<file path="config.mk">
export PLATFORM = sky130hd
export DESIGN_NAME = link_sync_ctrl
export DESIGN_NICKNAME = d
export VERILOG_FILES = /design/src/rtl/lsync_pkg.sv /design/src/rtl/lsync_debounce.sv /design/src/rtl/lsync_holdoff.sv /design/src/rtl/lsync_state.sv /design/src/rtl/link_sync_ctrl.sv
export SDC_FILE = /design/constraint.sdc
export NUM_CORES = 1
export LEC_CHECK = 0
export BUFFER_PORTS_ARGS = -buffer_cell sky130_fd_sc_hd__buf_2
export CELL_PAD_IN_SITES_DETAIL_PLACEMENT = 0
export CELL_PAD_IN_SITES_GLOBAL_PLACEMENT = 1
export CORE_ASPECT_RATIO = 1.25
export CORE_MARGIN = 1
export CORE_UTILIZATION = 40
export CTS_CLUSTER_SIZE = 8
export DETAILED_ROUTE_END_ITERATION = 6
export GPL_ROUTABILITY_DRIVEN = 0
export PLACE_DENSITY = 0.81
export RECOVER_POWER = 100
export SYNTH_ARGS = -nofsm -noshare
export SYNTH_HDL_FRONTEND = slang
export SYNTH_SLANG_ARGS = --single-unit
</file>
<file path="constraint.sdc">
create_clock -name clk -period 2.2 [get_ports clk]
set_input_delay 0.22 -clock clk [delete_from_list [all_inputs] [get_ports clk]]
set_output_delay 0.22 -clock clk [all_outputs]
set_load 0.01 [all_outputs]
</file>
<file path="src/rtl/lsync_pkg.sv">
// Shared types for the link bring-up controller.
// The state enum values are chosen to equal the {stat1,stat0} status word.
package lsync_pkg;

    typedef enum logic [1:0] {
        ST_IDLE = 2'b00,
        ST_ACK  = 2'b10,
        ST_SYNC = 2'b11
    } lsync_state_e;

    typedef enum logic [1:0] {
        IND_FILL0 = 2'd0,
        IND_FILL1 = 2'd1,
        IND_DATA  = 2'd2,
        IND_BAD   = 2'd3
    } lsync_ind_e;

    localparam logic [2:0] KIND_FILL0 = 3'd0;
    localparam logic [2:0] KIND_FILL1 = 3'd1;
    localparam logic [2:0] KIND_DATA  = 3'd2;

    // Map a raw frame code onto an indication class; error, reset and unused codes are bad
    function automatic lsync_ind_e classify(input logic [2:0] kind);
        case (kind)
            KIND_FILL0: return IND_FILL0;
            KIND_FILL1: return IND_FILL1;
            KIND_DATA:  return IND_DATA;
            default:    return IND_BAD;
        endcase
    endfunction

endpackage

</file>
<file path="src/rtl/lsync_debounce.sv">
// Frame-pair debouncer.
// Remembers the indication class of the last valid frame and flags when the
// current valid frame carries the same class. Assumes frame_kind is only
// meaningful while frame_vld is high.
module lsync_debounce
    import lsync_pkg::*;
(
    input  logic       clk,
    input  logic       rst_n,
    input  logic       frame_vld,
    input  logic [2:0] frame_kind,
    output lsync_ind_e cur_ind,
    output logic       pair_ok
);

    logic       prev_seen;
    lsync_ind_e prev_ind;

    // Classify the incoming frame
    assign cur_ind = classify(frame_kind);

    // A pair exists when this valid frame repeats the previous valid frame's class
    assign pair_ok = frame_vld && prev_seen && (prev_ind == cur_ind);

    // Capture history only on valid frames
    always_ff @(posedge clk) begin
        if (!rst_n) begin
            prev_seen <= 1'b0;
            prev_ind  <= IND_FILL0;
        end else if (frame_vld) begin
            prev_seen <= 1'b1;
            prev_ind  <= cur_ind;
        end
    end


    hist_hold_chk: assert property (@(posedge clk) disable iff (!rst_n)
        !frame_vld |=> ($stable(prev_ind) && $stable(prev_seen)));

endmodule

</file>
<file path="src/rtl/lsync_holdoff.sv">
// Error hold-off timer.
// Armed by a debounced bad pair. While armed it counts consecutive clean
// valid frames and clears itself on the HOLD_FRAMES-th one. A bad frame
// restarts the count. Assumes HOLD_FRAMES >= 2.
module lsync_holdoff
    import lsync_pkg::*;
#(
    parameter int HOLD_FRAMES = 128
) (
    input  logic       clk,
    input  logic       rst_n,
    input  logic       frame_vld,
    input  logic       pair_ok,
    input  lsync_ind_e cur_ind,
    output logic       hold_act
);

    localparam int             CNT_W = (HOLD_FRAMES > 1) ? $clog2(HOLD_FRAMES) : 1;
    localparam logic [CNT_W-1:0] LAST = CNT_W'(HOLD_FRAMES - 1);

    logic             cur_bad;
    logic             arm;
    logic [CNT_W-1:0] clean_cnt;

    // Decode trigger conditions
    assign cur_bad = (cur_ind == IND_BAD);
    assign arm     = frame_vld && pair_ok && cur_bad;

    // Arm, count clean frames, restart on bad frames, release on the last count
    always_ff @(posedge clk) begin
        if (!rst_n) begin
            hold_act  <= 1'b0;
            clean_cnt <= '0;
        end else if (frame_vld) begin
            if (arm) begin
                hold_act  <= 1'b1;
                clean_cnt <= '0;
            end else if (hold_act) begin
                if (cur_bad) begin
                    clean_cnt <= '0;
                end else if (clean_cnt == LAST) begin
                    hold_act  <= 1'b0;
                    clean_cnt <= '0;
                end else begin
                    clean_cnt <= clean_cnt + 1'b1;
                end
            end
        end
    end


    cnt_idle_chk: assert property (@(posedge clk) disable iff (!rst_n)
        !hold_act |-> (clean_cnt == '0));


    restart_chk: assert property (@(posedge clk) disable iff (!rst_n)
        (frame_vld && cur_bad) |=> (clean_cnt == '0));

endmodule

</file>
<file path="src/rtl/lsync_state.sv">
// Three-state link state register.
// Advances only on debounced pairs of valid frames. A bad pair always
// returns to idle. Leaving idle is blocked while the hold-off is armed.
module lsync_state
    import lsync_pkg::*;
(
    input  logic         clk,
    input  logic         rst_n,
    input  logic         frame_vld,
    input  logic         pair_ok,
    input  lsync_ind_e   cur_ind,
    input  logic         hold_act,
    output lsync_state_e state
);

    lsync_state_e state_nx;

    // Next-state selection from the debounced indication
    always_comb begin
        state_nx = state;
        if (frame_vld && pair_ok) begin
            if (cur_ind == IND_BAD) begin
                state_nx = ST_IDLE;
            end else begin
                case (state)
                    ST_IDLE: if (!hold_act && (cur_ind == IND_FILL0 || cur_ind == IND_FILL1))
                                 state_nx = ST_ACK;
                    ST_ACK:  if (cur_ind == IND_FILL1 || cur_ind == IND_DATA)
                                 state_nx = ST_SYNC;
                    ST_SYNC: state_nx = ST_SYNC;
                    default: state_nx = ST_IDLE;
                endcase
            end
        end
    end

    // State register
    always_ff @(posedge clk) begin
        if (!rst_n) state <= ST_IDLE;
        else        state <= state_nx;
    end


    no_strobe_chk: assert property (@(posedge clk) disable iff (!rst_n)
        !frame_vld |=> $stable(state));


    single_frame_chk: assert property (@(posedge clk) disable iff (!rst_n)
        !pair_ok |=> $stable(state));


    bad_pair_chk: assert property (@(posedge clk) disable iff (!rst_n)
        (frame_vld && pair_ok && cur_ind == IND_BAD) |=> (state == ST_IDLE));


    hold_idle_chk: assert property (@(posedge clk) disable iff (!rst_n)
        hold_act |-> (state == ST_IDLE));


    no_skip_chk: assert property (@(posedge clk) disable iff (!rst_n)
        (state == ST_IDLE) |=> (state != ST_SYNC));

endmodule

</file>
<file path="src/rtl/link_sync_ctrl.sv">
// Link bring-up controller top.
// Chains the pair debouncer, the error hold-off timer and the state register.
// The state drives the status word, and the four control lines are taken
// from the status bits. Assumes at most one frame indication per clock.
module link_sync_ctrl
    import lsync_pkg::*;
#(
    parameter int HOLD_FRAMES = 128
) (
    input  logic       clk,
    input  logic       rst_n,
    input  logic       frame_vld,
    input  logic [2:0] frame_kind,
    output logic       stat1,
    output logic       stat0,
    output logic       fill_sel,
    output logic       tx_data_en,
    output logic       fd_disable,
    output logic       rx_active
);

    lsync_ind_e   cur_ind;
    logic         pair_ok;
    logic         hold_act;
    lsync_state_e state;

    lsync_debounce u_deb (
        .clk        (clk),
        .rst_n      (rst_n),
        .frame_vld  (frame_vld),
        .frame_kind (frame_kind),
        .cur_ind    (cur_ind),
        .pair_ok    (pair_ok)
    );

    lsync_holdoff #(.HOLD_FRAMES(HOLD_FRAMES)) u_hold (
        .clk       (clk),
        .rst_n     (rst_n),
        .frame_vld (frame_vld),
        .pair_ok   (pair_ok),
        .cur_ind   (cur_ind),
        .hold_act  (hold_act)
    );

    lsync_state u_state (
        .clk       (clk),
        .rst_n     (rst_n),
        .frame_vld (frame_vld),
        .pair_ok   (pair_ok),
        .cur_ind   (cur_ind),
        .hold_act  (hold_act),
        .state     (state)
    );

    // Status word is the state encoding itself
    assign {stat1, stat0} = state;

    // Control lines taken from the status bits
    assign fill_sel   = stat1;
    assign fd_disable = stat1;
    assign rx_active  = stat1;
    assign tx_data_en = stat0;


    status_code_chk: assert property (@(posedge clk) disable iff (!rst_n)
        stat0 |-> stat1);


    drop_from_sync_chk: assert property (@(posedge clk) disable iff (!rst_n)
        (stat0 && frame_vld && pair_ok && cur_ind == IND_BAD) |=> !stat1);

endmodule

</file>
* Word-level counts from Yosys, hierarchy flattened *
Cells that the tools add are included.

word-level totals
  flip-flop bits (word level) = 13
  bits in latches = 0
  bits in writable memories = 0
  bits in read-only memories = 0
  input port bits = 6
  output and inout bits = 6
  logic and storage cells = 44
  memories = 0

operators by class
  $add $sub $neg = 1
  multiply operators = 0
  div/mod/pow operators = 0
  magnitude comparators = 0
  equal/unequal tests = 11
  shift operators = 0
  multiplexer cells = 13
  bitwise operators = 0
  reductions and logical operators = 14

operators with widths
  kind                                                              count
  7-bit two-way mux                                                 4
  2-bit one-hot mux with 3 select lines                             2
  2-bit == test (second input constant)                             4
  7-bit by 1-bit adder with 7-bit output (second input constant)    1
  7-bit == test (second input constant)                             1
  2-bit two-way mux                                                 3
  3-bit by 2-bit != test with 1-bit output (second input constant)  2
  1-bit logical AND                                                 5
  2-bit logical NOT                                                 2
  1-bit two-way mux                                                 4
  3-bit by 1-bit == test with 1-bit output (second input constant)  1
  3-bit by 2-bit == test with 1-bit output (second input constant)  1
  3-bit logical NOT                                                 1
  3-bit AND reduction                                               1
  2-bit by 1-bit == test with 1-bit output (second input constant)  1
  2-bit == test                                                     1
  1-bit logical OR                                                  2
  2-bit AND reduction                                               1
  2-bit nonzero test                                                1
  1-bit logical NOT                                                 1

* Logic depth before layout (Yosys ltp) *
Gate-level depths: netlist of run 1.

  depth after elaboration = 8
  gate-level depth with buffers = 8
  depth with buffers taken out = 7

* Modules after synthesis *
From an unflattened synthesis of run 1, not the netlist that was laid out.

unflattened totals
  cell total of the unflattened synthesis = 87
  area, all modules = 689.4 um^2

by module, submodules not included
  module          instances  cells an instance  area an instance (um^2)  sequential area each (um^2)
  lsync_holdoff   1          52                 412.9                    160.2
  lsync_debounce  1          20                 143.9                    60.1
  lsync_state     1          11                 102.6                    40.0
  link_sync_ctrl  1          4                  30.0                     0.0

* Worst setup path after synthesis of run 1 *
OpenSTA, ideal clock, no wires.

  path kind = input port to flip-flop
  start = input frame_kind[2]
  end = register u_state.state[0]
  library setup time = 0.122 ns
  data arrival time = 1.915 ns
  data required time = 2.078 ns
  setup slack = 0.163 ns
  stages on the path = 7
  buffers on the path = 1
  path through = buf_6 > or3b_2 > ha_1 > o21a_1 > mux4_2 > a41oi_2 > a211oi_1

on the way
  cells in the longest elaborated chain, start to end = 7
  elaborated cells between the ends (all ways) = 18
  classes of those cells = eq/ne (8); mux (2); reduce/logical (8)

RTL lines
  item                                                                           RTL line                              text
  start: declaration                                                             link_sync_ctrl.sv:13                  input logic [2:0] frame_kind,
  3-bit by 2-bit == test with 1-bit output, or another cell as far along         lsync_pkg.sv:24                       case (kind)
  2-bit one-hot mux with 3 select lines *                                        lsync_pkg.sv:24
  2-bit by 1-bit == test with 1-bit output or 2-bit logical NOT (tied branches)  lsync_state.sv:26, lsync_state.sv:28
  1-bit logical OR                                                               lsync_state.sv:26                     ST_IDLE: if (!hold_act && (cur_ind == IND_FILL0 || cur_ind == IND_FILL1))
  1-bit logical AND                                                              lsync_state.sv:26
  3-bit by 2-bit != test with 1-bit output (no line)                             --
  3-bit AND reduction (no line)                                                  --
  end signal: assignment                                                         lsync_state.sv:40                     else state <= state_nx;
  end: declaration                                                               lsync_state.sv:13                     output lsync_state_e state

Every way passes the cells marked *; elsewhere a longest branch is shown, timed or not.
A chain may end at the register's enable or synchronous reset.

* Worst setup path in the final report of run 1 *
  start = input frame_kind[0]
  end = register u_state.state[0]

The elaborated chain is that of the path after synthesis.

==> metrics.yaml, run 1 <==
worst_setup_path:
  slowest_delay_ns: 0.51
  crit_required_ns: 2.37
  startpoint_type: "input port"
  crit_path_top_delay_cell: "mux4_2"
  critPathMaxFanout: 7
  crit_type: "input port to flop"
  crit_chain: "clkbuf_1 > or3b_2 > ha_1 > o21a_1 > mux4_2 > a41oi_2 > a211oi_1"
  reg2regPathDepth: 5
  worst_setup_path_end_kind: "flop"
  cp_data_arrival_time_ns: 2.13
logic_synthesis:
  yosys.area.top_type: "dfxtp_1"
  synth_top_area_share: 0.347
  synth_area_um2: 749
  synth.avg_cell_area_um2: 8.61
  seq_area_frac_synth: 0.347
  synth_flop_cell: "dfxtp_1"
  yosys-top-cells-count: "dfxtp_1 (13), nand2_1 (12), nor2_1 (7)"
  synth_most_common_cell: "dfxtp_1"
  ys_seq_elements: 13
  syn_inst: 87
  async_reset_ff_frac: 0
  synth_edf_count: 0
  yosysWarnings: 0
  synth_area_leaders: "dfxtp_1 (35%), nand2_1 (6.0%), buf_4 (5.0%)"
  syn-num-nets: 95
  synthDistinctLibCells: 33
power_and_ir_drop:
  peakVddDrop_mv: 0.361
  powerDensity_nw_per_um2: 561
  power_leakage_uw: 0.000308
clock_network:
  cts_max_path_buffers: 2
  clock_sinks: 13
  cts_root_buf: "clkbuf_4"
  cts_hold_buffers: 0
  clk_pin_slew_ns: 0.08
  cts_buffers: 3
  cts_resized: 0
  post-cts-setup-buffer-count: 0
  htree_levels: 1
  tritoncts: "done"
  clock_latency_ns: 0.28
final_layout:
  area_delta_synth_final_pct: 7.18
  finalCoreUtilization: 0.455
  finalNetCount: 106
  n_antenna_cell: 0
  num-fill-cells: 187
  final_layout_size_suffix_gt1_frac: 0.144
placed_design:
  dp_hpwl_um: 1150
  port_buffers: 11
global_routing:
  use_met1: 0.172
  grt_pass1_vias: 580
  antenna_found_initial: 0
  grtUsageMet2: 0.278
  met3_usage: 0.0531
  grt_pass1_wl_um: 2330
  grt_usage: 0.171
  grt_max_degree: 11
  grt.busiest_layer: "met2"
  gr-total-overflow: 0
drt:
  ant_nets: 0
  vias: 675
  via_per_inst: 5.82
  drt-initial-drc-count: 8
  route.detailed.drc: 0
  dr.pass1.iters: 5
  wl_per_cell_um: 13.3
  totalWireLength_um: 1540
timing:
  fmax_mhz: 509
  slew_viol_final: 0
  slew_headroom: 0.753
  finalSetupTns_ns: 0
  rsz0062_at_grt: "false"
  hold_viol: 0
  clock_skew_ns: 0.00588
  period_needed_ns: 1.96
  finalSetupViolCount: 0
  post-route-period-util: 0.893
  tightest_slew_ns: 0.367
floorplanning:
  start_util: 0.425
  die_area_um2: 2050
  num_io_pins: 12
  num_rows: 17
  coreArea_um2: 1770
  chipWidth_um: 40.7
  die_h_um: 50.4
flow_run:
  cap_violations: 0
run_status:
  outcome: "complete, no violations"
hold_path:
  hold_depth: 3
  hp-class: "input port to flop"
==> power breakdown <==
part,internal (uW),switching [uW]
combinational,22.7,33.3
clock,70.4,78.5
sequential,240,5.10
total,333,117
==> stage by stage <==
step	std cells	instance area [um^2]	setup slack, ns	hold slack (ns)	total power, uW
finish	116	803	0.236	0.228	450
global route	116	803	0.170	0.243	473
global placement	112	790	0.111	0.470	309
CTS	116	816	0.355	0.237	456
detailed placement	112	790	0.0565	0.479	309
floorplan	87	749	0.163	0.334	295
==> worst max-delay path, delay by kind of cell <==
| kind | cells | cell delay [ns] |
|---|---|---|
| muxes | 1 | 0.51 |
| buffers and inverters | 1 | 0.26 |
| AOI/OAI and AO/OA | 3 | 0.40 |
| adders and majority gates | 1 | 0.25 |
| and+or+nand+nor | 1 | 0.48 |
==> cell type report <==
| class | instances | area (um^2) | area share |
|---|---|---|---|
| Clock buffer | 4 | 26.3 | 0.0327 |
| Inverter | 2 | 7.51 | 0.00935 |
| Multi-Input combinational cell | 65 | 428 | 0.533 |
| Sequential cell | 13 | 260 | 0.324 |
| Tap cell | 19 | 23.8 | 0.0296 |
| Timing Repair Buffer | 13 | 57.6 | 0.0717 |
==> state kept, by name (all words and copies together), names as in the netlist <==
| name | flops |
|---|---|
| u_state.state | 2 |
| u_hold.clean_cnt | 7 |
| u_deb.prev_ind | 2 |
| u_deb.prev_seen | 1 |
| u_hold.hold_act | 1 |
==> logic make-up after synthesis <==
kind of cell,count (synthesis),share of synthesized area
DFF,13,0.347
AOI/OAI and AO/OA,31,0.314
adders and majority gates,2,0.0334
muxes,1,0.0300
and+or+nand+nor,31,0.194
buffers and inverters,9,0.0818
==> placed cells by master, fill, tap and decap left out, drive strengths merged, types with 2 or more instances in the layout <==
cell type,n
o211a,3
o21a,2
nand2,12
inv,2
nor3,3
dfxtp,13
a31oi,5
ha,2
clkbuf,12
buf,5
a21oi,5
nor2,7
or3,2
o21ai,6
nand3,2
==> layer usage <==
layer	up-vias	wire [um]	share of wire
met3	7	73	0.047
met1	306	640	0.42
met4	0	47	0.030
met2	20	780	0.51
met5	-	0	0
li1	342	-	-
==> final timing paths <==
check | end | from | slack (ns)
worst max-delay path | u_state.state[0]$_SDFFE_PN0P_ | frame_kind[0] | 0.24
worst min-delay path | u_state.state[1]$_SDFFE_PN0P_ | rst_n | 0.23
worst max register to register | u_hold.clean_cnt[5]$_SDFFE_PN0P_ | u_hold.clean_cnt[0]$_SDFFE_PN0P_ | 0.71
worst min register to register | u_hold.clean_cnt[0]$_SDFFE_PN0P_ | u_hold.clean_cnt[0]$_SDFFE_PN0P_ | 0.50
(Power assumes the default switching activity.)
==> inputs of run 2 (changes only) <==
- clock period: 2.2 -> 2 ns (I/O delays scaled with it)
==> run 2 against run 1 <==
Critical path depth unchanged. Global-route usage is 0.44 points higher. Final cell count increased by 3.4%. Register-to-register slack got worse by 0.22 ns. Largest cell class unchanged. Largest power group unchanged.
==> metrics.yaml, run 2 (synthesis gave the netlist of run 1 again) <==
run_status:
  outcome: "complete, no violations"
worst_setup_path:
  worst_setup_path_end_kind: "flop"
  crit_path_top_delay_cell: "mux4_2"
  crit_required_ns: 2.17
  reg2regPathDepth: 5
  slowest_delay_ns: 0.51
  cp_data_arrival_time_ns: 1.91
  crit_type: "input port to flop"
  startpoint_type: "input port"
  critPathMaxFanout: 3
  crit_chain: "clkbuf_1 > or3b_2 > ha_2 > o21a_1 > mux4_2 > a41oi_1 > a211oi_1"
floorplanning:
  chipWidth_um: 40.7
  start_util: 0.425
  num_rows: 17
  coreArea_um2: 1770
  num_io_pins: 12
  die_h_um: 50.4
  die_area_um2: 2050
final_layout:
  final_layout_size_suffix_gt1_frac: 0.149
  num-fill-cells: 196
  design_area_um2: 820
  reg.largest.list: "u_hold.clean_cnt x7, u_deb.prev_ind x2, u_state.state x2"
  final_common_cell: "dfxtp_1"
  largest-register: "u_hold.clean_cnt"
  finalCoreUtilization: 0.464
  n_antenna_cell: 0
  area_delta_synth_final_pct: 9.35
  finalNetCount: 110
  largest_register_ffs: 7
  layout_common_cells: "dfxtp_1 (13), nand2_1 (12), clkbuf_1 (12), nor2_1 (7)"
clock_network:
  htree_levels: 1
  cts_resized: 0
  clock_latency_ns: 0.28
  cts_hold_buffers: 0
  post-cts-setup-buffer-count: 0
  tritoncts: "done"
  cts_buffers: 3
  clk_pin_slew_ns: 0.08
  cts_max_path_buffers: 2
  cts_root_buf: "clkbuf_4"
  clock_sinks: 13
flow_run:
  cap_violations: 0
timing:
  post-route-period-util: 0.872
  rsz0062_at_grt: "false"
  slew_viol_final: 0
  tightest_slew_ns: 0.365
  setup_ws_ns: 0.255
  period_needed_ns: 1.74
  fmax_mhz: 573
  clock_skew_ns: 0.00298
  hold_viol: 0
  holdWs_ns: 0.212
  finalSetupViolCount: 0
  slew_headroom: 0.755
power_and_ir_drop:
  power_leakage_uw: 0.000316
  powerDensity_nw_per_um2: 610
  power_uw: 500
  peakVddDrop_mv: 0.313
drt:
  totalWireLength_um: 1550
  via_per_inst: 5.77
  route.detailed.drc: 0
  vias: 692
  ant_nets: 0
  dr.pass1.iters: 4
  drt-initial-drc-count: 25
  wl_per_cell_um: 13.0
placed_design:
  place_ws_ns: -0.0201
  dp_hpwl_um: 1210
  placed_area_um2: 822
  port_buffers: 11
global_routing:
  grt_usage: 0.175
  grtUsageMet2: 0.275
  grt.busiest_layer: "met2"
  antenna_found_initial: 0
  gr-total-overflow: 0
  grt_pass1_wl_um: 2470
  grt_pass1_vias: 592
  use_met1: 0.214
  grt_max_degree: 10
  met3_usage: 0.0398
hold_path:
  hp-class: "input port to flop"
  hold_depth: 3
==> run 2: final timing paths <==
kind                                     from                                to  slack (ns)
max                             frame_kind[2]     u_state.state[0]$_SDFFE_PN0P_        0.26
min                                     rst_n     u_state.state[1]$_SDFFE_PN0P_        0.21
max reg2reg  u_hold.clean_cnt[0]$_SDFFE_PN0P_  u_hold.clean_cnt[5]$_SDFFE_PN0P_        0.49
min reg2reg  u_hold.clean_cnt[0]$_SDFFE_PN0P_  u_hold.clean_cnt[0]$_SDFFE_PN0P_        0.49
==> run 2: per-stage QoR <==
| step | instances | setup TNS, ns |
|---|---|---|
| 3_3_place_gp | 116 | 0 |
| 2_1_floorplan | 87 | 0 |
| 4_1_cts | 120 | 0 |
| 3_5_place_dp | 116 | -0.0201 |
| 5_1_grt | 120 | 0 |
| 6_report | 120 | 0 |
==> run 2: cell type report <==
cell class                 instances  area [um^2]  share of cell area
timing repair buffer              17         78.8              0.0962
multi-input combinational         65          423               0.516
inverter                           2         7.51             0.00916
sequential                        13          260               0.318
clock buffer                       4         26.3              0.0321
tap                               19         23.8              0.0290
==> run 2: power breakdown <==
| group | internal [uW] | leakage [uW] | switching (uW) |
|---|---|---|---|
| sequential | 264 | 0.000106 | 5.61 |
| clock | 77.4 | 0.0000150 | 86.1 |
| combinational | 28.5 | 0.000196 | 37.7 |
==> run 2: layer usage <==
| layer | wire length, um | up-vias | part of all wire |
|---|---|---|---|
| li1 | - | 356 | - |
| met1 | 716 | 315 | 0.46 |
| met2 | 756 | 16 | 0.49 |
| met3 | 55 | 5 | 0.035 |
| met4 | 26 | 0 | 0.017 |
| met5 | 0 | - | 0 |
==> run 2: critical path, delay by kind of cell <==
family                   cells  cell delay (ns)
AO/OA/AOI/OAI                3             0.43
AND/OR/NAND/NOR              1             0.47
adder cells (fa/ha/maj)      1             0.20
buffers and inverters        1             0.10
multiplexers                 1             0.51
==> inputs of run 3 (changes only) <==
- CORE_ASPECT_RATIO: 1.25 -> not set
==> run 3 against run 2 <==
Die area about the same. Clock-buffer cell count unchanged. Design area increased by 0.76%. Clock skew about the same. Sequential power about the same. Critical path type unchanged. Highest routed layer unchanged.
==> metrics.yaml, run 3 (synthesis gave the netlist of run 1 again) <==
run_status:
  outcome: "complete, no violations"
global_routing:
  grt_max_degree: 10
  grt_pass1_wl_um: 2660
  gr-total-overflow: 0
  antenna_found_initial: 0
  grt_pass1_vias: 618
  grt_usage: 0.183
power_and_ir_drop:
  power_leakage_uw: 0.000320
  power_uw: 502
  peakVddDrop_mv: 0.389
  powerDensity_nw_per_um2: 608
drt:
  route.detailed.drc: 0
  wl_per_cell_um: 13.4
  totalWireLength_um: 1690
  dr.pass1.iters: 4
  drt-initial-drc-count: 8
  ant_nets: 0
  vias: 684
  via_per_inst: 5.43
final_layout:
  largest_register_ffs: 7
  area_delta_synth_final_pct: 10.2
  finalCoreUtilization: 0.473
  n_antenna_cell: 0
  finalNetCount: 110
  largest-register: "u_hold.clean_cnt"
  reg.largest.list: "u_hold.clean_cnt x7, u_deb.prev_ind x2, u_state.state x2"
  layout_common_cells: "dfxtp_1 (13), nand2_1 (12), clkbuf_1 (11), nor2_1 (7)"
  final_common_cell: "dfxtp_1"
  final_layout_size_suffix_gt1_frac: 0.149
clock_network:
  cts_resized: 0
  clk_pin_slew_ns: 0.08
  cts_root_buf: "clkbuf_4"
  tritoncts: "done"
  post-cts-setup-buffer-count: 0
  clock_latency_ns: 0.28
  clock_sinks: 13
  htree_levels: 1
  cts_hold_buffers: 0
  cts_buffers: 3
  cts_max_path_buffers: 2
timing:
  holdWs_ns: 0.207
  hold_viol: 0
  slew_headroom: 0.751
  rsz0062_at_grt: "false"
  finalSetupTns_ns: 0
  period_needed_ns: 1.78
  clock_skew_ns: 0.00303
  post-route-period-util: 0.891
  finalSetupViolCount: 0
  slew_viol_final: 0
  fmax_mhz: 561
  tightest_slew_ns: 0.371
worst_setup_path:
  critPathMaxFanout: 7
  worst_setup_path_end_kind: "flop"
  reg2regPathDepth: 5
  crit-reg2reg-capture: "u_hold.clean_cnt[5]$_SDFFE_PN0P_"
  crit_required_ns: 2.17
  crit_type: "input port to flop"
  critPathLaunch: "frame_kind[2]"
  reg2reg_slack_ns: 0.50
  endpoint: "u_state.state[1]$_SDFFE_PN0P_"
  r2r-start: "u_hold.clean_cnt[0]$_SDFFE_PN0P_"
  cp_data_arrival_time_ns: 1.95
  startpoint_type: "input port"
hold_path:
  hp-class: "input port to flop"
floorplanning:
  die_h_um: 45.3
  num_io_pins: 12
  coreArea_um2: 1750
  num_rows: 15
  chipWidth_um: 45.3
  die_area_um2: 2050
  start_util: 0.429
placed_design:
  port_buffers: 11
  dp_hpwl_um: 1290
flow_run:
  cap_violations: 0
run 3: cell count changes in the layout (fill, tap and decap cells not counted), sizes merged:
cell / before / now
buf: 6 / 7
clkbuf: 15 / 14
run 3: per-layer routing:
| metal | track usage | vias to the layer above | wire length [um] |
|---|---|---|---|
| met4 | 0.121 | 0 | 34 |
| met3 | 0.0280 | 4 | 54 |
| met1 | 0.220 | 312 | 774 |
| met2 | 0.299 | 16 | 821 |
| li1 | - | 352 | - |
| met5 | 0 | - | 0 |
run 3: power by group:
part	internal (uW)	switching, uW
registers	264	6.39
clock network	77.3	87.1
logic	28.3	38.8
run 3: metrics by stage:
step | instance area [um^2] | setup slack, ns | std cells
2_1_floorplan | 752 | 0.0202 | 87
3_3_place_gp | 830 | 0.0326 | 122
3_5_place_dp | 830 | -0.0151 | 122
4_1_cts | 856 | 0.288 | 126
5_1_grt | 826 | 0.136 | 126
6_report | 826 | 0.217 | 126
run 3: worst min-delay path by stage:
stage,end,slack (ns),depth (start not counted),startpoint
floorplan,u_state.state[1]$_SDFFE_PN0P_,0.31,2,rst_n
global placement,u_hold.clean_cnt[0]$_SDFFE_PN0P_,0.47,2,u_hold.clean_cnt[0]$_SDFFE_PN0P_
detailed placement,u_hold.clean_cnt[0]$_SDFFE_PN0P_,0.48,2,u_hold.clean_cnt[0]$_SDFFE_PN0P_
CTS,u_state.state[1]$_SDFFE_PN0P_,0.20,3,rst_n
global route,u_deb.prev_seen$_SDFFE_PN0P_,0.22,2,rst_n
finish,u_state.state[1]$_SDFFE_PN0P_,0.21,3,rst_n
run 3: critical path, stage by stage:
cell and delay [ns]:
clkbuf_1 0.11, or3b_2 0.48, ha_1 0.22, clkbuf_1 0.13
o21ai_4 0.08, clkbuf_1 0.27, o311ai_0 0.19, a31oi_1 0.22
nor2_1 0.06
run 3: final cells by class:
type                       count  area [um^2]
timing repair buffer          17         80.1
sequential                    13          260
inverter                       2         7.51
multi-input combinational     65          420
fill                         209          920
tap                           25         31.3
clock buffer                   4         26.3
